$ cat src/rtl/uart_regs_pkg.sv
package uart_regs_pkg;
  localparam int ADDR_W = 3;
  localparam int BYTE_W = 8;

  localparam logic [ADDR_W-1:0] A_DATA  = 3'd0;
  localparam logic [ADDR_W-1:0] A_IEN   = 3'd1;
  localparam logic [ADDR_W-1:0] A_IDENT = 3'd2;
  localparam logic [ADDR_W-1:0] A_LINE  = 3'd3;
  localparam logic [ADDR_W-1:0] A_MODEM = 3'd4;
  localparam logic [ADDR_W-1:0] A_LSTAT = 3'd5;
  localparam logic [ADDR_W-1:0] A_MSTAT = 3'd6;

  typedef enum logic [1:0] {
    SRC_MODEM = 2'b00,
    SRC_TXE   = 2'b01,
    SRC_RXD   = 2'b10,
    SRC_LERR  = 2'b11
  } irq_src_e;
endpackage

$ cat src/rtl/uart_ctrl_regs.sv
module uart_ctrl_regs
  import uart_regs_pkg::*;
#(
  parameter int DW = BYTE_W,
  localparam int DIVW = 2 * DW
) (
  input  logic              clk,
  input  logic              rst_n,
  input  logic              wr_en,
  input  logic [ADDR_W-1:0] addr,
  input  logic [DW-1:0]     wdata,
  output logic [3:0]        ien,
  output logic [DW-1:0]     line_q,
  output logic [4:0]        modem_q,
  output logic [DIVW-1:0]   div_q,
  output logic              fifo_q
);
  logic bank;
  assign bank = line_q[DW-1];

  always_ff @(posedge clk) begin
    if (!rst_n) begin
      ien     <= '0;
      line_q  <= '0;
      modem_q <= '0;
      div_q   <= '0;
      fifo_q  <= 1'b0;
    end else if (wr_en) begin
      unique case (addr)
        A_DATA:  if (bank) div_q[DW-1:0] <= wdata;
        A_IEN:   if (bank) div_q[DIVW-1:DW] <= wdata;
                 else ien <= wdata[3:0];
        A_IDENT: fifo_q  <= wdata[0];
        A_LINE:  line_q  <= wdata;
        A_MODEM: modem_q <= wdata[4:0];
        default: ;
      endcase
    end
  end


  div_hi_chk: assert property (@(posedge clk) disable iff (!rst_n)
    (wr_en && addr == A_IEN && bank) |=> (div_q[DIVW-1:DW] == $past(wdata) && $stable(ien)));

  div_lo_chk: assert property (@(posedge clk) disable iff (!rst_n)
    (wr_en && addr == A_DATA && bank) |=> (div_q[DW-1:0] == $past(wdata)));
endmodule

$ cat src/rtl/uart_int_ident.sv
module uart_int_ident
  import uart_regs_pkg::*;
#(
  parameter int DW = BYTE_W
) (
  input  logic          clk,
  input  logic          rst_n,
  input  logic [3:0]    ien,
  input  logic          line_err,
  input  logic          rx_avail,
  input  logic          tx_empty,
  input  logic          modem_chg,
  input  logic          ident_rd,
  input  logic          hold_wr,
  input  logic          fifo_on,
  input  logic          gate,
  output logic [DW-1:0] ident,
  output logic          irq
);
  logic txe_q, txe_pend, txe_rise;
  logic p_lerr, p_rxd, p_txe, p_mod, any;
  irq_src_e src;

  assign txe_rise = tx_empty & ~txe_q;
  assign p_lerr = ien[2] & line_err;
  assign p_rxd  = ien[0] & rx_avail;
  assign p_txe  = ien[1] & txe_pend;
  assign p_mod  = ien[3] & modem_chg;
  assign any    = p_lerr | p_rxd | p_txe | p_mod;

  always_comb begin
    if (p_lerr)     src = SRC_LERR;
    else if (p_rxd) src = SRC_RXD;
    else if (p_txe) src = SRC_TXE;
    else            src = SRC_MODEM;
  end

  always_comb begin
    ident = '0;
    ident[DW-1:DW-2] = {2{fifo_on}};
    ident[0] = ~any;
    if (any) ident[2:1] = src;
  end

  always_ff @(posedge clk) begin
    if (!rst_n) begin
      txe_q    <= 1'b0;
      txe_pend <= 1'b0;
      irq      <= 1'b0;
    end else begin
      txe_q <= tx_empty;
      irq   <= any & gate;
      if (txe_rise) txe_pend <= 1'b1;
      else if (hold_wr || (ident_rd && any && src == SRC_TXE)) txe_pend <= 1'b0;
    end
  end


  lerr_first_chk: assert property (@(posedge clk) disable iff (!rst_n)
    (ien[2] && line_err) |-> (ident[3:0] == 4'b0110));

  txe_clear_chk: assert property (@(posedge clk) disable iff (!rst_n)
    (ident_rd && ident[3:0] == 4'b0010 && !txe_rise) |=> !txe_pend);

  txe_set_chk: assert property (@(posedge clk) disable iff (!rst_n)
    txe_rise |=> txe_pend);
endmodule

$ cat src/rtl/uart_reg_bank.sv
module uart_reg_bank
  import uart_regs_pkg::*;
#(
  parameter int DW = BYTE_W,
  localparam int DIVW = 2 * DW
) (
  input  logic              clk,
  input  logic              rst_n,
  input  logic [ADDR_W-1:0] addr,
  input  logic [DW-1:0]     wdata,
  input  logic              wr_en,
  input  logic              rd_en,
  output logic [DW-1:0]     rdata,
  input  logic [DW-1:0]     rx_data,
  input  logic [DW-1:0]     line_stat,
  input  logic [DW-1:0]     modem_stat,
  input  logic              line_err,
  input  logic              rx_avail,
  input  logic              tx_empty,
  input  logic              modem_chg,
  output logic [DW-1:0]     tx_data,
  output logic              tx_valid,
  output logic              rx_pop,
  output logic [1:0]        word_len,
  output logic              two_stop,
  output logic [2:0]        parity_sel,
  output logic [DIVW-1:0]   divisor,
  output logic              fifo_en,
  output logic              dtr,
  output logic              rts,
  output logic              irq
);
  logic [3:0]    ien;
  logic [DW-1:0] line_q;
  logic [4:0]    modem_q;
  logic [DW-1:0] ident;
  logic          bank;

  uart_ctrl_regs #(.DW(DW)) u_regs (
    .clk(clk), .rst_n(rst_n), .wr_en(wr_en), .addr(addr), .wdata(wdata),
    .ien(ien), .line_q(line_q), .modem_q(modem_q), .div_q(divisor), .fifo_q(fifo_en)
  );

  assign bank     = line_q[DW-1];
  assign tx_valid = wr_en && addr == A_DATA && !bank;
  assign tx_data  = wdata;
  assign rx_pop   = rd_en && addr == A_DATA && !bank;

  uart_int_ident #(.DW(DW)) u_ident (
    .clk(clk), .rst_n(rst_n), .ien(ien), .line_err(line_err), .rx_avail(rx_avail),
    .tx_empty(tx_empty), .modem_chg(modem_chg),
    .ident_rd(rd_en && addr == A_IDENT), .hold_wr(tx_valid),
    .fifo_on(fifo_en), .gate(modem_q[3]), .ident(ident), .irq(irq)
  );

  assign word_len   = line_q[1:0];
  assign two_stop   = line_q[2];
  assign parity_sel = line_q[5:3];
  assign dtr        = modem_q[0];
  assign rts        = modem_q[1];

  always_comb begin
    rdata = '0;
    unique case (addr)
      A_DATA:  rdata = bank ? divisor[DW-1:0] : rx_data;
      A_IEN:   rdata = bank ? divisor[DIVW-1:DW] : {{(DW-4){1'b0}}, ien};
      A_IDENT: rdata = ident;
      A_LINE:  rdata = line_q;
      A_MODEM: rdata = {{(DW-5){1'b0}}, modem_q};
      A_LSTAT: rdata = line_stat;
      A_MSTAT: rdata = modem_stat;
      default: rdata = '0;
    endcase
  end


  irq_gate_chk: assert property (@(posedge clk) disable iff (!rst_n)
    !modem_q[3] |=> !irq);

  bank_quiet_chk: assert property (@(posedge clk) disable iff (!rst_n)
    bank |-> (!tx_valid && !rx_pop));

  ident_zero_chk: assert property (@(posedge clk) disable iff (!rst_n)
    ident[5:3] == 3'b000);
endmodule

$ cat config.mk
export PLATFORM = sky130hd
export DESIGN_NAME = uart_reg_bank
export DESIGN_NICKNAME = d
export VERILOG_FILES = /design/src/rtl/uart_regs_pkg.sv /design/src/rtl/uart_ctrl_regs.sv /design/src/rtl/uart_int_ident.sv /design/src/rtl/uart_reg_bank.sv
export SDC_FILE = /design/constraint.sdc
export NUM_CORES = 1
export LEC_CHECK = 0
export ABC_AREA = 1
export BUFFER_PORTS_ARGS = -buffer_cell sky130_fd_sc_hd__buf_2
export CAP_MARGIN = 20
export CORE_MARGIN = 2
export CORE_UTILIZATION = 44
export CTS_CLUSTER_DIAMETER = 30
export DETAILED_ROUTE_END_ITERATION = 12
export PLACE_DENSITY = 0.76
export SETUP_SLACK_MARGIN = 0.4
export SLEW_MARGIN = 25
export SYNTH_ARGS = -nofsm -noshare
export SYNTH_HDL_FRONTEND = slang
export SYNTH_SLANG_ARGS = --single-unit
export TNS_END_PERCENT = 10
$ cat constraint.sdc
create_clock -name clk -period 1 [get_ports clk]
set_input_delay 0.05 -clock clk [delete_from_list [all_inputs] [get_ports clk]]
set_output_delay 0.05 -clock clk [all_outputs]
set_load 0.02 [all_outputs]
; Yosys cells after proc, flatten, opt, wreduce, memory -nomap -nowiden
; Index checks and enable logic that the tools add are counted.
; Widths: inputs -> output; s select.
[word_totals]
out_inout_bits = 44
inputBits = 43
regBits = 37
wordCells = 54
[op_classes]
n_eq_ne = 7
mux = 9
bitwise = 12
n_reduce_logical = 17
[op_table]
columns = cell, n
row1 = $pmux 8 s7, 1
row2 = $mux 8, 2
row3 = $eq 3x3->1 const B, 3
row4 = $reduce_and 3->1, 3
row5 = $logic_and 1x1->1, 7
row6 = $and 1x1->1, 6
row7 = $eq 3x2->1 const B, 2
row8 = $mux 2, 3
row9 = $reduce_and 2->1, 3
row10 = $eq 3x1->1 const B, 1
row11 = $logic_not 3->1, 1
row12 = $mux 1, 3
row13 = $not 1->1, 3
row14 = $or 1x1->1, 3
row15 = $eq 2x1->1 const B, 1
row16 = $reduce_bool 2->1, 1
row17 = $logic_not 1->1, 1
row18 = $logic_or 1x1->1, 1

; Longest topological paths before layout
[depth]
word_depth = 9
ltp_mapped = 9

; Cells and area by module
; Synthesis repeated with hierarchy kept, for this count alone.
[unflattened]
hier_cells = 387
area_unflattened_um2 = 2462.4
[modules_own_cells]
columns = module, cells_per_inst, instances, area_per_inst_um2, seq_area_each_um2
row1 = uart_ctrl_regs, 190, 1, 1378.8, 680.7
row2 = uart_reg_bank, 167, 1, 892.1, 0.0
row3 = uart_int_ident, 30, 1, 191.4, 60.1

; Worst setup path before layout
; Ideal clock, no wire load.
[synth_timing]
kind = reg-to-output
startpoint = register u_regs.line_q[7]
endpoint = output rx_pop
path_slack_ns = -0.195
path_stages_with_launch = 4
arrival_time_ns = 1.145
cell_sequence = dfxtp_1 -> buf_2 -> buf_2 -> nor3_1
[synth_via]
elab_chain_len = 2
[synth_lines]
columns = item, line_no
row1 = "start, declared", uart_ctrl_regs.sv:13  ; output logic [DW-1:0] line_q,
row2 = "start signal, assigned", uart_ctrl_regs.sv:34  ; A_LINE: line_q <= wdata;
row3 = $logic_not 1->1, uart_reg_bank.sv:47  ; assign rx_pop = rd_en && addr == A_DATA && !bank;
row4 = $logic_and 1x1->1, uart_reg_bank.sv:47
row5 = "end, declared", uart_reg_bank.sv:23  ; output logic rx_pop,
; No other way between the ends.

; Final worst setup path
[layout_timing]
startpoint = register u_regs.line_q[7]
endpoint = output rdata[0]
[layout_via]
elab_chain_len = 2
[layout_lines]
columns = item, line_no
row1 = $mux 8 (on tied branches), "uart_reg_bank.sv:66, uart_reg_bank.sv:65"
row2 = $pmux 8 s7 (*), uart_reg_bank.sv:64  ; unique case (addr)
row3 = "end, declared", uart_reg_bank.sv:13  ; output logic [DW-1:0] rdata,
; Every way passes the cells marked *; elsewhere a longest branch is shown, timed or not.

==> metrics.md <==
| Metric | Value |
|---|---|
| Commonest non-fill, non-tap cell in the layout | nand2_1 |
| First-iteration detailed-routing DRC count | 177 |
| Yosys warns | 0 |
| Initial Util | between 40% and 50% |
| Clk Latency, worst-skew pair | 290 ps |
| Worst Path Max Fanout | 5 |
| Root Buffer | clkbuf_8 |
| Largest net degree at the start of global routing | 17 |
| Final Power | 3.37 mW |
| Ordered cell list for the critical path | buf_6 -> nand2_1 -> nand2_1 -> nand2_1 -> nand2_1 -> nor2_2 -> nand2_2 -> buf_6 |
| Synth Area in Adders | 0% |
| Slowest-stage cell, CP | dfxtp_4 |
| Delay-heaviest family, CP | simple AND/OR/NAND/NOR gates |
| Critical path's most frequent cell | nand2_1 |
| CTS HTree Levels | 2 |
| Fillers | 413 |
| DR vias | 2680 |
| R2R Path End | u_regs.div_q[13] |
| DRT Wirelength | 7.27 mm |
| Synth Area in Compound Gates | 11.2% |
| GRT Overall Usage | 26.8% |
| R2r startpoint | u_regs.line_q[7] |
| RSZ-0062 raised after global routing | yes |
| Clk sinks | 37 |
| Leak | between 1.5 and 2 nW |
| GPL Wtd Cong | 0.886 |
| Relative slew slack | 77.8% |
| Arr. time, crit path | roughly 1400 ps |
| Synth top area cells | dfxtp_1 (33%), nand2_1 (17%), nor2_1 (9.6%) |
| Setup Crit Path Kind | reg -> out |
| Seq/Total Area, Yosys | 33.3% |
| Tcrit/Tclk final | 145% |
| Placed cells | 517 |
| Worst setup SP type | flop |
| Gr ovfl total | 0 |
| Worst-case clock buffer depth | 2 |
| Worst min path class | in -> reg |
| Via density | 5.08 |
| Reg2Reg Setup Slack | -200 ps |
| Synth Cell Area | 2220 um2 |
| Worst Slack Setup Final | -448 ps |
| Final Skew | ~4.7 ps |
| Cells after Synth | approximately 360 |
| N_diodes | 0 |
| CTS tree | built |
| Avg WL per Cell | about 14 um |
| Fin cells | 528 |
| MaxCap Viol Count | 0 |
| Ratio of cells with drive above 1 in the final layout | 41.2% |
| TritonRoute pass-1 iters | 5 |
| Die Area | roughly 5600 um2 |
| Max VDD drop | approximately 0.81 mV |
| Finish-stage setup viols | 29 |
| WHS | -43.1 ps |
| Violated checks | negative hold slack, negative setup slack |
| Dpl ws | -182 ps |
| Final nets | 504 |
| Core Region | 4790 um2 |
| Worst setup startpoint | u_regs.line_q[7] |
| Crit path time final | ~1400 ps |
| Port Buffers | 86 |
| Bufs and invs on worst path | 2 |
| Simple-gate area share of the yosys netlist | ~40% |
| Unique masters post-synth | 22 |
| Initial antenna violation count | 0 |
| DIE WIDTH | 75.1 um |
| Post-synth top area share | 33.3% |
| Power Dens Cells | a little over 1000 nW/um2 |
| Die Ht | 75.1 um |
| I/O pins | 87 |
| Worst Tran Pin Value | 329 ps |
| Crit-path max cell delay | approximately 390 ps |
| Final Hold Fails | 1 |
| DRT antenna net count | 0 |
| Slew Viols, Final | 0 |
| Mean post-synth cell area | between 6 and 7 um2 |
| Commonest cells after routing, fill and taps aside | nand2_1 (84), nor2_1 (52), buf_2 (52), buf_4 (48), inv_1 (32) |
| Status | finished with violations |
| Syn Nets | 398 |
| DP HPWL | 5.24 mm |
| Area delta synth->final | 46.8% |
| Largest family of logic cells by synthesized area | simple AND/OR/NAND/NOR gates |
| Post-synthesis mux area share | 0% |
| First-pass GRT wire length | 11.3 mm |
| CTS buffer count | 5 |
| CP endpoint kind | output port |
| Worst-path clk slew | 70 ps |
| CP required | 950 ps |
| Crit. path cell count | 8 |
| Number of global-route vias before repair | ~2500 |
| FF+latch count, synth | 37 |
| F_max | 691 MHz |
| Xor and xnor area share after synthesis | 0% |
| Largest area contributor in the netlist | dfxtp_1 |
| CP endpoint | rdata[0] |
| DR DRC count | 0 |
| R2r worst-path depth | 4 |
| Site Rows | 25 |
## state kept, by name, indices dropped and copies added, names as in the netlist
signal	cells
u_regs.div_q	16
u_regs.ien	4
u_ident.irq	1
u_regs.fifo_q	1
u_regs.modem_q	5
u_ident.txe_pend	1
u_ident.txe_q	1
u_regs.line_q	8
## metrics by stage
step	utilization (%)	hold slack, ps	instance area (um2)	setup TNS (ps)
6_report	68.2	-43.1	3270	-6190
5_1_grt	68.2	-25.9	3270	-8740
4_1_cts	66.6	-45.5	3190	-6250
3_5_place_dp	60.2	251	2880	-3150
3_3_place_gp	60.2	251	2880	-2540
2_1_floorplan	-	154	2280	-14.6
## report_power, final
group,internal (mW),switching (mW),total (mW)
logic,0.330,0.432,0.762
clock network,0.547,0.529,1.08
registers,1.51,0.0275,1.53
total,2.38,0.988,3.37
## cells in the mapped netlist
cell type and count:
nand4_4 2, nand2_1 101, inv_1 35, o21ai_0 33
nand4_1 12, buf_4 15, nor3_1 6, nand3_1 16
inv_2 3, clkbuf_1 4, nand3_2 1, buf_6 3
nand3_4 1, or2_2 1, clkinv_1 1, nor2_1 57
nand2_2 1, a21oi_1 17, inv_4 1, dfxtp_1 37
nor2_4 3, buf_2 5
## how the worst min path moves through the flow
stage	slack [ps]	startpoint	end	depth (start not counted)
floorplan	150	tx_empty	u_ident.txe_q	2
global placement	250	tx_empty	u_ident.txe_q	3
detailed placement	250	tx_empty	u_ident.txe_q	3
CTS	-50	tx_empty	u_ident.txe_q	3
global route	-30	tx_empty	u_ident.txe_q	3
finish	-40	tx_empty	u_ident.txe_q	3
## area by class of cell
type,count,area [um2],share of cell area (%)
Clock buffer,7,86.3,2.64
Inverter,40,163,4.98
Multi-Input combinational cell,251,1240,38.0
Sequential cell,37,759,23.3
Tap cell,67,83.8,2.57
Timing Repair Buffer,125,925,28.3
Timing Repair inverter,1,8.76,0.268
## kinds of logic after synthesis
logic type / after synthesis
buf+inv: 67
compound gates: 50
simple gates: 201
flops: 37
## worst min-delay path: stages
cell	delay (ps)
buf_2	70
nand2_1	50
inv_1	40
## metal layers
layer | part of all wire, % | global-route usage [%]
met1 | 41 | 34.1
met2 | 50 | 46.5
met3 | 8.3 | 4.42
met4 | 1.6 | 8.33
met5 | 0 | 0
## timing repair
action / CTS / global route
pin swaps: 15 / 9
cloned: 2 / 0
resized for setup: 68 / 29
hold endpoints to repair: 1 / 1
setup endpoints to repair: 72 / 72
setup buffers: 2 / 0
No activity file was read; power rests on OpenSTA's default activity.
